## src/rtl/spi_bank_pkg.sv

```systemverilog
// Package: opcodes, controller states and deferred latch actions
// shared by the serial flash command decoder.
package spi_bank_pkg;
    localparam logic [7:0] OP_WREN   = 8'h06;
    localparam logic [7:0] OP_WRDI   = 8'h04;
    localparam logic [7:0] OP_ERS32K = 8'h52;
    localparam logic [7:0] OP_ERSSEC = 8'hD8;
    localparam logic [7:0] OP_BANKRD = 8'hC8;
    localparam logic [7:0] OP_BANKWR = 8'hC5;
    localparam logic [7:0] OP_RSTARM = 8'h66;
    localparam logic [7:0] OP_RSTGO  = 8'h99;

    typedef enum logic [1:0] {
        CS_IDLE,   // waiting for an opcode byte
        CS_ADDR,   // collecting erase address bytes
        CS_BANK,   // collecting the bank register byte
        CS_SKIP    // ignoring bytes until select rises
    } ctrl_state_t;

    typedef enum logic [1:0] {
        PEND_NONE,
        PEND_SET,
        PEND_CLR
    } wel_pend_t;
endpackage

```

## src/rtl/spi_bank_rx.sv

```systemverilog
// Module: spi_bank_rx
// Synchronises the SPI pins into clk, finds SCLK and select edges and
// assembles MSB-first bytes. Assumes SCLK is slower than clk/4.
// A partial byte is discarded whenever select is inactive.
module spi_bank_rx #(
    parameter int SYNC = 2,
    parameter int BW   = 8
) (
    input  logic          clk,
    input  logic          rst_n,
    input  logic          sclk_i,
    input  logic          cs_n_i,
    input  logic          mosi_i,
    output logic          sclk_fall,
    output logic          cs_rise,
    output logic          cs_act,
    output logic          byte_valid,
    output logic [BW-1:0] byte_data
);
    localparam int CW = $clog2(BW);

    logic [SYNC-1:0] sclk_q, cs_q, mosi_q;
    logic            sclk_d, cs_d;
    logic [BW-1:0]   sh;
    logic [CW-1:0]   cnt;
    logic            sclk_rise;

    // synchroniser chains and previous-value registers for edge finding
    always_ff @(posedge clk) begin
        if (!rst_n) begin
            sclk_q <= '0;
            cs_q   <= '1;
            mosi_q <= '0;
            sclk_d <= 1'b0;
            cs_d   <= 1'b1;
        end else begin
            sclk_q <= {sclk_q[SYNC-2:0], sclk_i};
            cs_q   <= {cs_q[SYNC-2:0], cs_n_i};
            mosi_q <= {mosi_q[SYNC-2:0], mosi_i};
            sclk_d <= sclk_q[SYNC-1];
            cs_d   <= cs_q[SYNC-1];
        end
    end

    // edge pulses from the synchronised pins
    always_comb begin
        sclk_rise = sclk_q[SYNC-1] & ~sclk_d;
        sclk_fall = ~sclk_q[SYNC-1] & sclk_d;
        cs_rise   = cs_q[SYNC-1] & ~cs_d;
        cs_act    = ~cs_q[SYNC-1];
    end

    // shift in one bit per rising SCLK edge and flag each full byte
    always_ff @(posedge clk) begin
        if (!rst_n) begin
            sh         <= '0;
            cnt        <= '0;
            byte_valid <= 1'b0;
            byte_data  <= '0;
        end else begin
            byte_valid <= 1'b0;
            if (!cs_act) begin
                cnt <= '0;
            end else if (sclk_rise) begin
                sh  <= {sh[BW-2:0], mosi_q[SYNC-1]};
                cnt <= cnt + 1'b1;
                if (cnt == CW'(BW-1)) begin
                    byte_valid <= 1'b1;
                    byte_data  <= {sh[BW-2:0], mosi_q[SYNC-1]};
                end
            end
        end
    end

    AST_BYTE_SPACED: assert property (@(posedge clk) disable iff (!rst_n)
        byte_valid |=> !byte_valid);
endmodule

```

## src/rtl/spi_bank_tx.sv

```systemverilog
// Module: spi_bank_tx
// Drives MISO for the bank read. A load request arms the shifter. The next
// SCLK falling edge loads the value and later falling edges shift it.
// Assumes the request comes before the falling edge that ends the opcode.
module spi_bank_tx #(
    parameter int BW = 8
) (
    input  logic          clk,
    input  logic          rst_n,
    input  logic          cs_act,
    input  logic          sclk_fall,
    input  logic          load_req,
    input  logic [BW-1:0] load_val,
    output logic          miso
);
    logic [BW-1:0] sh;
    logic          pend;

    // arm, load and shift the outgoing byte within one select frame
    always_ff @(posedge clk) begin
        if (!rst_n || !cs_act) begin
            sh   <= '0;
            pend <= 1'b0;
        end else begin
            if (load_req) pend <= 1'b1;
            if (sclk_fall) begin
                if (pend || load_req) begin
                    sh   <= load_val;
                    pend <= 1'b0;
                end else begin
                    sh <= {sh[BW-2:0], 1'b0};
                end
            end
        end
    end

    assign miso = sh[BW-1];

    AST_QUIET_UNSELECTED: assert property (@(posedge clk) disable iff (!rst_n)
        !cs_act |=> !miso);
endmodule

```

## src/rtl/spi_bank_ctrl.sv

```systemverilog
// Module: spi_bank_ctrl
// Decodes opcode bytes, keeps the write-enable, reset-arm and bank
// registers, collects erase addresses and issues the erase request.
// Assumes bytes come from spi_bank_rx. A select rise always ends a command.
module spi_bank_ctrl
    import spi_bank_pkg::*;
#(
    parameter int ADDR_BYTES = 3,
    parameter int BANK_BITS  = 2,
    parameter int BW         = 8
) (
    input  logic                              clk,
    input  logic                              rst_n,
    input  logic                              cs_rise,
    input  logic                              byte_valid,
    input  logic [BW-1:0]                     byte_data,
    output logic [BW-1:0]                     bank,
    output logic                              rd_load,
    output logic                              erase_req,
    output logic [ADDR_BYTES*BW+BANK_BITS-1:0] cur_addr,
    output logic                              erase_sector
);
    localparam int ADDR_W = ADDR_BYTES * BW;
    localparam int EFF_W  = ADDR_W + BANK_BITS;
    localparam int BC_W   = $clog2(ADDR_BYTES + 1);

    ctrl_state_t       state;
    wel_pend_t         pend;
    logic              wel;
    logic              rst_arm;
    logic              sec_q;
    logic [ADDR_W-1:0] addr_sh;
    logic [BC_W-1:0]   bcnt;

    // command sequencing, latches, bank register and erase issue
    always_ff @(posedge clk) begin
        if (!rst_n) begin
            state        <= CS_IDLE;
            pend         <= PEND_NONE;
            wel          <= 1'b0;
            rst_arm      <= 1'b0;
            sec_q        <= 1'b0;
            addr_sh      <= '0;
            bcnt         <= '0;
            bank         <= '0;
            rd_load      <= 1'b0;
            erase_req    <= 1'b0;
            cur_addr     <= '0;
            erase_sector <= 1'b0;
        end else begin
            erase_req <= 1'b0;
            rd_load   <= 1'b0;
            if (cs_rise) begin
                state <= CS_IDLE;
                bcnt  <= '0;
                pend  <= PEND_NONE;
                if (pend == PEND_SET) wel <= 1'b1;
                if (pend == PEND_CLR) wel <= 1'b0;
            end else if (byte_valid) begin
                unique case (state)
                    CS_IDLE: begin
                        rst_arm <= (byte_data == OP_RSTARM);
                        state   <= CS_SKIP;
                        case (byte_data)
                            OP_WREN: pend <= PEND_SET;
                            OP_WRDI: pend <= PEND_CLR;
                            OP_ERS32K, OP_ERSSEC: begin
                                state <= CS_ADDR;
                                sec_q <= (byte_data == OP_ERSSEC);
                                bcnt  <= '0;
                            end
                            OP_BANKRD: rd_load <= 1'b1;
                            OP_BANKWR: if (wel) state <= CS_BANK;
                            OP_RSTGO: begin
                                state <= CS_IDLE;
                                if (rst_arm) begin
                                    bank     <= '0;
                                    cur_addr <= '0;
                                end
                            end
                            default: ;
                        endcase
                    end
                    CS_ADDR: begin
                        addr_sh <= {addr_sh[ADDR_W-BW-1:0], byte_data};
                        bcnt    <= bcnt + 1'b1;
                        if (bcnt == BC_W'(ADDR_BYTES - 1)) begin
                            erase_req    <= 1'b1;
                            erase_sector <= sec_q;
                            cur_addr     <= {bank[BANK_BITS-1:0],
                                             addr_sh[ADDR_W-BW-1:0], byte_data};
                            wel          <= 1'b0;
                            state        <= CS_SKIP;
                        end
                    end
                    CS_BANK: begin
                        bank  <= byte_data;
                        state <= CS_SKIP;
                    end
                    default: ;
                endcase
            end
        end
    end

    AST_ERASE_ONE_CYCLE: assert property (@(posedge clk) disable iff (!rst_n)
        erase_req |=> !erase_req);
    AST_WEL_DROPS_ON_ERASE: assert property (@(posedge clk) disable iff (!rst_n)
        erase_req |-> !wel);
    AST_BANK_FIELD: assert property (@(posedge clk) disable iff (!rst_n)
        erase_req |-> cur_addr[EFF_W-1:ADDR_W] == bank[BANK_BITS-1:0]);
    AST_BANK_GATED: assert property (@(posedge clk) disable iff (!rst_n)
        (byte_valid && !cs_rise && state == CS_IDLE && byte_data == OP_BANKWR && !wel)
        |=> $stable(bank));
    AST_NO_ERASE_ON_ABORT: assert property (@(posedge clk) disable iff (!rst_n)
        cs_rise |=> !erase_req);
endmodule

```

## src/rtl/spi_bank_cmd_decoder.sv

```systemverilog
// Module: spi_bank_cmd_decoder (top)
// Serial flash command front end: SPI receive, command control and
// bank read-back shifter. Assumes SCLK well below clk/4.
module spi_bank_cmd_decoder #(
    parameter int ADDR_BYTES = 3,
    parameter int BANK_BITS  = 2,
    parameter int SYNC       = 2
) (
    input  logic        clk,
    input  logic        rst_n,
    input  logic        spi_sclk,
    input  logic        spi_cs_n,
    input  logic        spi_mosi,
    output logic        spi_miso,
    output logic        erase_req,
    output logic [25:0] erase_addr,
    output logic        erase_sector
);
    localparam int BW    = 8;
    localparam int EFF_W = ADDR_BYTES * BW + BANK_BITS;

    logic          sclk_fall, cs_rise, cs_act, byte_valid, rd_load;
    logic [BW-1:0] byte_data, bank;
    logic [EFF_W-1:0] cur_addr;

    spi_bank_rx #(.SYNC(SYNC), .BW(BW)) u_rx (
        .clk(clk), .rst_n(rst_n), .sclk_i(spi_sclk), .cs_n_i(spi_cs_n),
        .mosi_i(spi_mosi), .sclk_fall(sclk_fall), .cs_rise(cs_rise),
        .cs_act(cs_act), .byte_valid(byte_valid), .byte_data(byte_data)
    );

    spi_bank_ctrl #(.ADDR_BYTES(ADDR_BYTES), .BANK_BITS(BANK_BITS), .BW(BW)) u_ctrl (
        .clk(clk), .rst_n(rst_n), .cs_rise(cs_rise), .byte_valid(byte_valid),
        .byte_data(byte_data), .bank(bank), .rd_load(rd_load),
        .erase_req(erase_req), .cur_addr(cur_addr), .erase_sector(erase_sector)
    );

    spi_bank_tx #(.BW(BW)) u_tx (
        .clk(clk), .rst_n(rst_n), .cs_act(cs_act), .sclk_fall(sclk_fall),
        .load_req(rd_load), .load_val(bank), .miso(spi_miso)
    );

    assign erase_addr = 26'(cur_addr);
endmodule

```

## config.mk

```make
export PLATFORM = sky130hd
export DESIGN_NAME = spi_bank_cmd_decoder
export DESIGN_NICKNAME = d
export VERILOG_FILES = /design/src/rtl/spi_bank_pkg.sv /design/src/rtl/spi_bank_rx.sv /design/src/rtl/spi_bank_tx.sv /design/src/rtl/spi_bank_ctrl.sv /design/src/rtl/spi_bank_cmd_decoder.sv
export SDC_FILE = /design/constraint.sdc
export NUM_CORES = 1
export LEC_CHECK = 0
export ABC_AREA = 0
export BUFFER_PORTS_ARGS = -buffer_cell sky130_fd_sc_hd__buf_2
export CAP_MARGIN = 0
export CELL_PAD_IN_SITES_DETAIL_PLACEMENT = 1
export CELL_PAD_IN_SITES_GLOBAL_PLACEMENT = 2
export CORE_UTILIZATION = 37
export DETAILED_ROUTE_END_ITERATION = 12
export GPL_TIMING_DRIVEN = 1
export PLACE_DENSITY = 0.75
export SLEW_MARGIN = 15
export SYNTH_ARGS = -nofsm -noshare
export SYNTH_HDL_FRONTEND = slang
export SYNTH_SLANG_ARGS = --single-unit
export TNS_END_PERCENT = 10
```

## constraint.sdc

```tcl
create_clock -name clk -period 2.5 [get_ports clk]
set_input_delay 0.125 -clock clk [delete_from_list [all_inputs] [get_ports clk]]
set_output_delay 0.125 -clock clk [all_outputs]
set_load 0.005 [all_outputs]
```

==> results of run 1 <==
==> cell type report <==
| type | count | area (um2) |
|---|---|---|
| inverter | 7 | 26.3 |
| tap | 136 | 170 |
| clock buffer | 12 | 165 |
| clock inverter | 4 | 32.5 |
| sequential | 98 | 1960 |
| multi-input combinational | 302 | 1830 |
| fill | 1254 | 5980 |
| timing repair buffer | 48 | 298 |
==> layer usage <==
| layer | share of wire (%) | global-route usage [%] | up-vias |
|---|---|---|---|
| li1 | - | - | 1565 |
| met1 | 52 | 24.9 | 1494 |
| met2 | 43 | 26.4 | 53 |
| met3 | 3.1 | 3.53 | 13 |
| met4 | 1.8 | 8.32 | 0 |
| met5 | 0 | 0 | - |
==> worst max path at each step <==
stage,to,depth (start not counted)
final,u_ctrl.cur_addr[21],5
after global routing,u_ctrl.cur_addr[2],5
after CTS,u_ctrl.cur_addr[6],5
after detailed placement,u_ctrl.cur_addr[6],5
after global placement,u_ctrl.cur_addr[24],5
after floorplan,u_ctrl.cur_addr[10],8
==> cell usage in the layout, fill, tap and decap left out, drive strengths merged, types with 3 or more instances in the layout <==
cell	Yosys	final
ha	8	8
dfxtp	98	98
o21ai	11	11
buf	14	45
o22ai	3	3
nand2	90	90
nor3b	3	3
inv	7	8
a221o	4	4
a311oi	7	7
and2	6	6
a22o	4	4
dlygate4sd3	0	3
nand3	34	34
nor2	26	26
nor3	5	5
mux2i	39	39
nor2b	3	3
a21oi	29	29
nand2b	6	6
clkbuf	12	12
==> stage by stage <==
stage                     cell area (um2)  setup slack [ps]  util, %  instances
after floorplan                      4060               724        -        440
after global placement               4260               457     40.7        588
after detailed placement             4260               372     40.7        588
after CTS                            4480               356     42.9        607
after global routing                 4480               236     42.9        607
final                                4480               379     42.9        607
==> flip-flops by register name, indices dropped and copies added (netlist names), 2 cells and up <==
| register | count |
|---|---|
| u_ctrl.cur_addr | 26 |
| u_ctrl.addr_sh | 16 |
| u_ctrl.bank | 8 |
| u_rx.byte_data | 8 |
| u_tx.sh | 8 |
| u_rx.sh | 7 |
| u_rx.cnt | 3 |
| u_ctrl.bcnt | 2 |
| u_ctrl.pend | 2 |
| u_ctrl.state | 2 |
| u_rx.cs_q | 2 |
| u_rx.mosi_q | 2 |
| u_rx.sclk_q | 2 |
==> power groups by stage <==
stage	logic, mW	registers, mW	clock network [mW]
floorplan	0.0404	1.60	0
global placement	0.0537	1.60	0
CTS	0.0582	1.57	1.05
global route	0.0630	1.57	1.11
finish	0.0572	1.57	1.01
detailed placement	0.0540	1.60	0
==> worst max-delay path: stages (launching register included) <==
cell and delay, ps:
dfxtp_1 600, and3b_1 370, nand3_2 160, a2111oi_4 440
buf_12 260, mux2i_1 210
==> logic make-up after synthesis <==
kind of cell,after synthesis,share of synthesized area (%)
buf+inv,40,6.82
flops,98,48.4
xor+xnor,1,0.216
fa+ha+maj,8,2.47
mux,39,9.62
simple gates,187,21.7
compound gates,67,10.8
==> summary.md, run 1 <==
| Metric | Value |
|---|---|
| Hold path cells | 3 |
| Logic pwr share | 2.2% |
| Average routed wire per standard cell | 15.5 um |
| NetSw | 0.603 mW |
| Clock sinks | 98 |
| Post-synth top area share | between 40 and 50% |
| CTS Root Cell | clkbuf_8 |
| CP startpoint | u_rx.byte_data[7] |
| Syn Std Cell Area | 0.00406 mm2 |
| Port Buffers | 33 |
| Post-layout nets | 479 |
| # rows | 37 |
| CTS buffer count | 9 |
| Fin. max-slew vios | 0 |
| Area leader, netlist | dfxtp_1 |
| CTS Buffer Depth | 2 |
| DR iter-0 viols | 97 |
| Grt ovf | 0 |
| Seq cells post-synth | between 90 and 100 |
| Share of layout cells above drive strength 1 | 14.9% |
| Number of antenna diodes | 0 |
| Post-synth top cells | dfxtp_1, nand2_1, mux2i_1 |
| Critical path class | flop to flop |
| Drt first pass iters | 4 |
| Peak supply drop | 0.000295 V |
| Vias | 3,125 |
| Status | finished, final reports clean |
| Final wirelength | 9400 um |
| Critical path data arrival time | 2420 ps |
| Boundary Pins | 34 |
| Placer congestion estimate | slightly below 0.8 |
| R2R depth | 5 |
| Fmax | 472 MHz |
| HP Class | primary input to flop |
| Tmin final | approximately 2100 ps |
| Sequential group share of total power | 59.5% |
| CP Data Required Time | 2800 ps |
| Worst hold slack | 276 ps |
| Static Leakage | 1.57 nW |
| Largest net degree at the start of global routing | 37 |
| Setup TNS | 0 ps |
| Tightest Pin Transition | 555 ps |
| Clk pwr share | 38.3% |
| Top_reg_cell synth | dfxtp_1 |
| R2R setup slack | 380 ps |
| First-pass GRT wire length | around 16,000 um |
| Setup violators final | 0 |
| Top cells by area, synth | dfxtp_1, mux2i_1, nand2_1 |
| Most frequent cell after synthesis | dfxtp_1 |
| Hold EP | u_ctrl.cur_addr[12] |
| Int Power | about 2.0 mW |
| Max-cap viol count | 0 |
| Synth Warn # | 0 |
| Initial antenna violation count | 0 |
| Min-delay src | rst_n |
| Sw frac | between 20% and 30% |
| FF-to-FF Start | u_rx.byte_data[7] |
| Power Total | 2.63 mW |
| Setup bufs post-CTS | 0 |
| CTS resizes | 0 |
| RSZ-0062 raised after global routing | no |
| Post-synth EDFFs | 0 |
| Clk slew on worst S/H paths | 100 ps |
| Area of the core | 0.0105 mm2 |
| Syn_nets | 453 |
| Reg-to-reg critical path endpoint | u_ctrl.cur_addr[21] |
| CP endpoint kind | flop |
| Routed Antenna Nets | 0 |
| Die Area | 0.0114 mm2 |
| CP Max Fanout | 26 |
| Synth async-reset ratio | 0% |
| Library cells used by synthesis | 52 |
| Slew margin rel. | 62.7% |
| Clock skew | 9.06 ps |
| Initial core utilization | approximately two fifths |
| Vias in the first global route | 3,105 |
| Final worst-path cycle share | 84.8% |
| Area Overhead vs Synth | 10.5% |
| Worst skew pair latency | roughly 370 ps |
| Post-synthesis sequential area ratio | 48.4% |
| DRC | 0 |
| Cell Pwr Density | 587 mW/mm2 |
| Final hold violations | 0 |
| Hold_buf cts | 3 |
| Synthesized instance count | 440 |
| Die width | 107 um |
| Die height | 107 um |
| GRT Total Usage | 17.9% |
| CTS tree | built |
| CTS H-Tree Depth | 3 |
| Vias/cell | 5.15 |
| Syn_area_per_cell | 9.22 um2 |
| Crit start category | flop |
| Hpwl dp | between 6000 and 7000 um |
Power figures use the tool's default switching activity.
==> run 2: changes to the inputs <==
--- a/config.mk
+++ b/config.mk
@@ -10,10 +10,10 @@
 export CAP_MARGIN = 0
 export CELL_PAD_IN_SITES_DETAIL_PLACEMENT = 1
 export CELL_PAD_IN_SITES_GLOBAL_PLACEMENT = 2
-export CORE_UTILIZATION = 37
+export CORE_UTILIZATION = 33
 export DETAILED_ROUTE_END_ITERATION = 12
 export GPL_TIMING_DRIVEN = 1
-export PLACE_DENSITY = 0.75
+export PLACE_DENSITY = 0.71
 export SLEW_MARGIN = 15
 export SYNTH_ARGS = -nofsm -noshare
 export SYNTH_HDL_FRONTEND = slang
==> constraint.sdc (replaced) <==
create_clock -name clk -period 1.8 [get_ports clk]
set_input_delay 0.09 -clock clk [delete_from_list [all_inputs] [get_ports clk]]
set_output_delay 0.09 -clock clk [all_outputs]
set_load 0.005 [all_outputs]
==> summary.md, run 2 (synthesis gave the netlist of run 1 again) <==
| Metric | Value |
|---|---|
| Port Buffers | 33 (unchanged) |
| Share of layout cells above drive strength 1 | 20.4% (+5.5 points) |
| Boundary Pins | 34 (unchanged) |
| Largest net degree at the start of global routing | 37 (unchanged) |
| Critical Path, Cell by Cell | inv_1 -> ha_2 -> mux2i_1 -> a2111oi_4 -> buf_4 -> clkbuf_16 -> mux2i_4 |
| CTS Root Cell | clkbuf_16 |
| Setup violators final | 0 (unchanged) |
| Power Total | 4.15 mW (+58%) |
| Post-layout nets | 504 (+5.2%) |
| Fin. max-slew vios | 0 (unchanged) |
| Vias | 3,276 (+4.8%) |
| CP Buf/Inv Count | 3 (+2) |
| Clock sinks | 98 (unchanged) |
| Placer congestion estimate | 0.799 (+1.4%) |
| GRT Total Usage | 17.0% (-0.86 points) |
| Average routed wire per standard cell | 15.9 um (+3.0%) |
| Final worst-path cycle share | 97.8% (+13 points) |
| DP Area | 0.00444 mm2 (+4.2%) |
| RSZ-0062 raised after global routing | yes |
| Final Instance Area | 0.00484 mm2 (+7.9%) |
| Hpwl dp | 6990 um (+8.3%) |
| Worst hold slack | 120 ps (-156 ps) |
| CP Max Fanout | 7 (-73%) |
| Worst skew pair latency | 350 ps (-20 ps) |
| Slew margin rel. | 61.4% (-1.3 points) |
| Fmax | 568 MHz (+20%) |
| Die Area | 0.0127 mm2 (+12%) |
| First-pass GRT wire length | 16,700 um (+6.1%) |
| Vias in the first global route | 3,270 (+5.3%) |
| Clk slew on worst S/H paths | 70 ps (-30 ps) |
| # rows | 40 (+8.1%) |
| Die height | 113 um (+5.8%) |
| Tmin final | 1760 ps (-360 ps) |
| Filler cell count | 1,388 (+11%) |
| Critical path data arrival time | 2040 ps (-380 ps) |
| Status | finished, final reports clean |
| Static Leakage | 1.74 nW (+11%) |
| Peak supply drop | 0.000496 V (+68%) |
| Cell Pwr Density | 858 mW/mm2 (+46%) |
| CTS Buffer Depth | 2 (unchanged) |
| Vias/cell | 5.09 (-1.0%) |
| Number of antenna diodes | 0 (unchanged) |
| Critical path class | flop to flop |
| Slowest cell on the critical path | dfxtp_2 |
| Most common cell after layout, fill and taps aside | dfxtp_1 |
| Delay-heaviest family, CP | buffers and inverters |
| Largest Register | u_ctrl.cur_addr |
| CTS tree | built |
| Area Overhead vs Synth | 19.3% |
| Crit start category | flop |
| Max-cap viol count | 0 (unchanged) |
| Drt first pass iters | 4 (unchanged) |
| CP endpoint kind | flop |
| Final hold violations | 0 (unchanged) |
| DR iter-0 viols | 149 (+54%) |
| Grt ovf | 0 (unchanged) |
| Most frequent cells in the layout | dfxtp_1, nand2_1, mux2i_1 |
| Clock skew | 6.64 ps (-2.42 ps) |
| CTS buffer count | 9 (unchanged) |
| Initial core utilization | 33.8% (-5.0 points) |
| CP Data Required Time | 2080 ps (-720 ps) |
| Max FFs per register | 26 (unchanged) |
| Top flop regs | u_ctrl.cur_addr (26), u_ctrl.addr_sh (16) |
| Final wirelength | 10,300 um (+9.1%) |
| CP peak stage delay | 320 ps (-280 ps) |
| CTS H-Tree Depth | 3 (unchanged) |
| Initial antenna violation count | 0 (unchanged) |
| Die width | 113 um (+5.8%) |
| DRC | 0 (unchanged) |
| Layout Cells excl Fill | 643 (+5.9%) |
| HP Class | primary input to flop |
| Tightest Pin Transition | 577 ps (+22.3 ps) |
| Dpl cells | 621 (+5.6%) |
| Routed Antenna Nets | 0 (unchanged) |
| Area of the core | 0.0120 mm2 (+15%) |
[run 2: layout make-up]
cell class	instances	area, um2	share of cell area [%]
clock buffers	11	233	4.81
flip-flops and latches	98	1970	40.6
clock inverters	5	55.1	1.14
multi-input cells	302	1870	38.6
well taps	147	184	3.80
repair buffers	73	507	10.5
inverters	7	26.3	0.543
[run 2: per-stage QoR]
step	utilization, %	setup WS, ps	TNS [ps]
floorplan	-	23.7	0
global placement	36.9	53.1	0
detailed placement	36.9	-47.8	-47.8
CTS	39.6	-24.9	-24.9
global route	40.3	-22.2	-82.5
finish	40.3	39.2	0
[run 2: per-layer routing]
layer / vias up / part of all wire (%) / GRT usage, % / routed length [um]
li1: 1615 / - / - / -
met1: 1615 / 49 / 21.5 / 5030
met2: 38 / 48 / 28.0 / 4880
met3: 8 / 2.0 / 3.43 / 208
met4: 0 / 1.3 / 7.63 / 132
met5: - / 0 / 0 / 0
[run 2: worst register-to-register path: stages (launching register included)]
cell,delay (ps)
dfxtp_2,320
inv_1,110
ha_2,220
mux2i_1,110
a2111oi_4,320
buf_4,210
clkbuf_16,180
mux2i_4,220
[run 2: worst paths after layout]
kind	start	endpoint	slack [ps]	cells past startpoint
setup / recovery	u_ctrl.state[1]	u_ctrl.cur_addr[3]	40	7
hold / removal	rst_n	u_ctrl.cur_addr[0]	120	3
setup reg to reg	u_ctrl.state[1]	u_ctrl.cur_addr[3]	40	7
hold reg to reg	u_rx.cs_q[0]	u_rx.cs_q[1]	410	1
[run 2: repair_timing]
| action | CTS | global route |
|---|---|---|
| endpoints found under the setup margin | 3 | 31 |
| hold endpoints to repair | 3 | 0 |
| cloned | 0 | 2 |
| gates resized for setup | 3 | 12 |
| pin swaps | 0 | 1 |
| buffers inserted | 0 | 1 |
| hold buffers | 3 | 0 |
[run 2: where the power goes]
part	switching (mW)	internal (mW)
Combinational	0.0577	0.0269
Clock	0.818	1.07
Sequential	0.00331	2.18
Total	0.879	3.28
==> run 3: changes to the inputs <==
--- a/config.mk
+++ b/config.mk
@@ -10,12 +10,13 @@
 export CAP_MARGIN = 0
 export CELL_PAD_IN_SITES_DETAIL_PLACEMENT = 1
 export CELL_PAD_IN_SITES_GLOBAL_PLACEMENT = 2
-export CORE_UTILIZATION = 33
+export CORE_UTILIZATION = 34
 export DETAILED_ROUTE_END_ITERATION = 12
 export GPL_TIMING_DRIVEN = 1
-export PLACE_DENSITY = 0.71
+export PLACE_DENSITY = 0.72
 export SLEW_MARGIN = 15
 export SYNTH_ARGS = -nofsm -noshare
 export SYNTH_HDL_FRONTEND = slang
+export SYNTH_HIERARCHICAL = 1
 export SYNTH_SLANG_ARGS = --single-unit
 export TNS_END_PERCENT = 10
==> summary.md, run 3 <==
| Metric | Value |
|---|---|
| Status | finished, final reports clean |
| Tightest Pin Transition | 519 ps (-58.3 ps) |
| Post-layout nets | 476 (-5.6%) |
| CP Data Required Time | 2040 ps (-40 ps) |
| Slew margin rel. | 65.4% (+4.0 points) |
| Final worst-path cycle share | 98.1% (+0.30 points) |
| Port Buffers | 33 (unchanged) |
| Initial core utilization | 35.6% (+1.8 points) |
| Boundary Pins | 34 (unchanged) |
| Sequential group share of total power | 52.7% (+0.3 points) |
| Worst skew pair latency | 350 ps (about the same) |
| First-pass GRT wire length | 16,400 um (-1.7%) |
| Final hold violations | 0 (unchanged) |
| Multi-input gate area | 0.00184 mm2 (-1.3%) |
| Clock skew | 8.00 ps (+1.36 ps) |
| Vias in the first global route | 3,179 (-2.8%) |
| CTS buffer count | 9 (unchanged) |
| DR iter-0 viols | 128 (-14%) |
| Die Area | 0.0120 mm2 (-5.6%) |
| Finished Core Util | 43.2% (+2.9 points) |
| Critical path data arrival time | 2010 ps (-30 ps) |
| Power Total | 4.19 mW (+0.88%) |
| Die height | 110 um (-2.9%) |
| Post-synth EDFFs | 0 (unchanged) |
| DRC | 0 (unchanged) |
| Clk slew on worst S/H paths | 70 ps (about the same) |
| Post-synthesis sequential area ratio | 49.8% (+1.4 points) |
| DP Area | 0.00433 mm2 (-2.3%) |
| Largest Register | u_ctrl/cur_addr |
| Cell Pwr Density | 876 mW/mm2 (+2.0%) |
| Initial antenna violation count | 0 (unchanged) |
| Average routed wire per standard cell | 16.7 um (+4.7%) |
| Hpwl dp | 6960 um (-0.40%) |
| Area Overhead vs Synth | 21.5% |
| Max FFs per register | 26 (unchanged) |
| CP Buf/Inv Count | 3 (unchanged) |
| Register area | 0.00196 mm2 (-0.13%) |
| Crit start category | flop |
| CP peak stage delay | 320 ps (about the same) |
| Library cells used by synthesis | 60 (+15%) |
| # rows | 38 (-5.0%) |
| Share of layout cells above drive strength 1 | 25.6% (+5.2 points) |
| Top flop regs | u_ctrl/cur_addr (26), u_ctrl/addr_sh (16) |
| Die width | 110 um (-2.9%) |
| Top_reg_cell synth | dfxtp_1 |
| Most frequent cell after synthesis | dfxtp_1 |
| Fmax | 566 MHz (-0.31%) |
| CP endpoint kind | flop |
| Static Leakage | 1.85 nW (+6.0%) |
| Worst hold slack | 98.3 ps (-22.0 ps) |
| Area leader, netlist | dfxtp_1 |
| GRT Total Usage | 18.2% (+1.2 points) |
| Synth async-reset ratio | 0% (unchanged) |
| Drt first pass iters | 4 (unchanged) |
| Tmin final | 1770 ps (+5.41 ps) |
| Slowest cell on the critical path | dfxtp_1 |
| CTS H-Tree Depth | 3 (unchanged) |
| Logic pwr share | 3.1% (+1.1 points) |
| Top cells by area, synth | dfxtp_1, a22o_1, nand2_1 |
| NetSw | 0.983 mW (+12%) |
| Most common cell after layout, fill and taps aside | dfxtp_1 |
| Sw frac | 23.5% (+2.3 points) |
| Critical Path, Cell by Cell | buf_4 -> ha_4 -> nor2b_2 -> nor3_4 -> buf_4 -> a21oi_4 -> buf_12 -> a22o_1 |
| Setup violators final | 0 (unchanged) |
| Syn_nets | 421 (-7.1%) |
| Most frequent cells in the layout | dfxtp_1, nand2_1, buf_2 |
| Post-synth top area share | 49.8% (+1.4 points) |
| Delay-heaviest family, CP | buffers and inverters |
| Synth Warn # | 6 (+6) |
| Seq cells post-synth | 98 (unchanged) |
| Number of antenna diodes | 0 (unchanged) |
| Max-cap viol count | 0 (unchanged) |
| Placer congestion estimate | 0.830 (+3.9%) |
| Final Instance Area | 0.00479 mm2 (-1.1%) |
| Syn Std Cell Area | 0.00394 mm2 (-2.9%) |
| Synthesized instance count | 409 (-7.0%) |
| Fin. max-slew vios | 0 (unchanged) |
| CTS Buffer Depth | 2 (unchanged) |
| CTS tree | built |
| Area of the core | 0.0111 mm2 (-7.8%) |
| Clk pwr share | 44.2% (-1.3 points) |
| CP Max Fanout | 13 (+6) |
| Routed Antenna Nets | 0 (unchanged) |
| Vias | 3,196 (-2.4%) |
| Critical path class | flop to flop |
| Peak supply drop | 0.000618 V (+25%) |
| HP Class | primary input to flop |
| CTS Root Cell | clkbuf_16 |
| Largest net degree at the start of global routing | 25 (-32%) |
| Clock sinks | 98 (unchanged) |
| Grt ovf | 0 (unchanged) |
| Post-synth top cells | dfxtp_1, nand2_1, a21oi_1, a22o_1, o21ai_0 |
| Syn_area_per_cell | 9.63 um2 (+4.5%) |
| Filler cell count | 1,249 (-10%) |
| RSZ-0062 raised after global routing | yes |
| Final wirelength | 10,200 um (-0.81%) |
| Vias/cell | 5.25 (+3.0%) |
| Int Power | 3.21 mW (-2.1%) |
| Critical Path Most Common Cell | buf_4 |
==> run 3: changes by cell type after synthesis, sizes merged, moves of 7 or more <==
| cell | before | now |
|---|---|---|
| a22o | 4 | 26 |
| buf | 14 | 21 |
| dlygate4sd1 | 7 | 0 |
| mux2i | 39 | 3 |
| nand2 | 90 | 56 |
| nand3 | 34 | 20 |
| nor2 | 26 | 17 |
| o21ai | 11 | 32 |
| or3b | 2 | 9 |
==> run 3: power groups by stage <==
| stage | logic (mW) | registers, mW | clock network (mW) |
|---|---|---|---|
| after floorplan | 0.0810 | 2.25 | 0 |
| after detailed placement | 0.109 | 2.26 | 0 |
| final | 0.128 | 2.21 | 1.85 |
| after global placement | 0.106 | 2.26 | 0 |
| after global routing | 0.140 | 2.21 | 2.00 |
| after CTS | 0.123 | 2.21 | 1.91 |
==> run 3: metal layers <==
| metal | global-route usage, % | vias to the layer above | wire length, um |
|---|---|---|---|
| li1 | - | 1580 | - |
| met1 | 22.6 | 1550 | 4790 |
| met2 | 30.5 | 47 | 4770 |
| met3 | 4.09 | 19 | 375 |
| met4 | 7.24 | 0 | 233 |
| met5 | 0 | - | 0 |
==> run 3: kinds of logic (layout without fill, tap and decap cells) <==
group                      after synthesis  count (layout)  synth area share (%)
xor gates and xnor gates                 1               1                 0.222
and+or+nand+nor                        151             151                  21.5
muxes                                    3               3                 0.762
adders and majority gates                7               7                  2.22
DFF                                     98              98                  49.8
buffers and inverters                   38              97                  5.72
AOI/OAI and AO/OA                      111             112                  19.8
==> run 3: what timing repair did <==
item                       4_1_cts  5_1_grt
cloned                           1        0
hold buffers                     3        0
resized for setup                6       10
setup endpoints to repair       30       39
setup buffers                    1        3
pin swaps                        3        3
hold endpoints to repair         3        0
==> run 3: cell type report <==
class,count,share of cell area [%]
sequential,98,41.0
clock inverter,7,1.20
multi-input combinational,274,38.5
tap,140,3.66
timing repair buffer,70,10.0
clock buffer,9,4.71
inverter,11,0.863
==> run 3: final timing paths <==
check	startpoint	end	slack, ps	cells after the start
hold / removal	rst_n	u_rx/byte_data[5]	100	3
hold reg to reg	u_rx/cs_q[0]	u_rx/cs_q[1]	420	1
setup reg to reg	u_ctrl/state[0]	u_ctrl/cur_addr[15]	30	8
setup / recovery	u_ctrl/state[0]	u_ctrl/cur_addr[15]	30	8
==> run 3: stage by stage <==
stage                     cells  worst slack, ps  setup TNS (ps)
final                       609             33.8               0
after floorplan             409             5.87               0
after CTS                   606             12.0               0
after global routing        609            -18.5            -154
after global placement      585            -6.41            -112
after detailed placement    585             -110           -2600
==> run 3: worst reg2reg max path, delay by kind of cell, from the launching register on <==
kind	cells	cell delay, ps
DFF	1	320
buffers and inverters	3	470
and+or+nand+nor	2	410
AOI/OAI and AO/OA	2	290
adders and majority gates	1	170
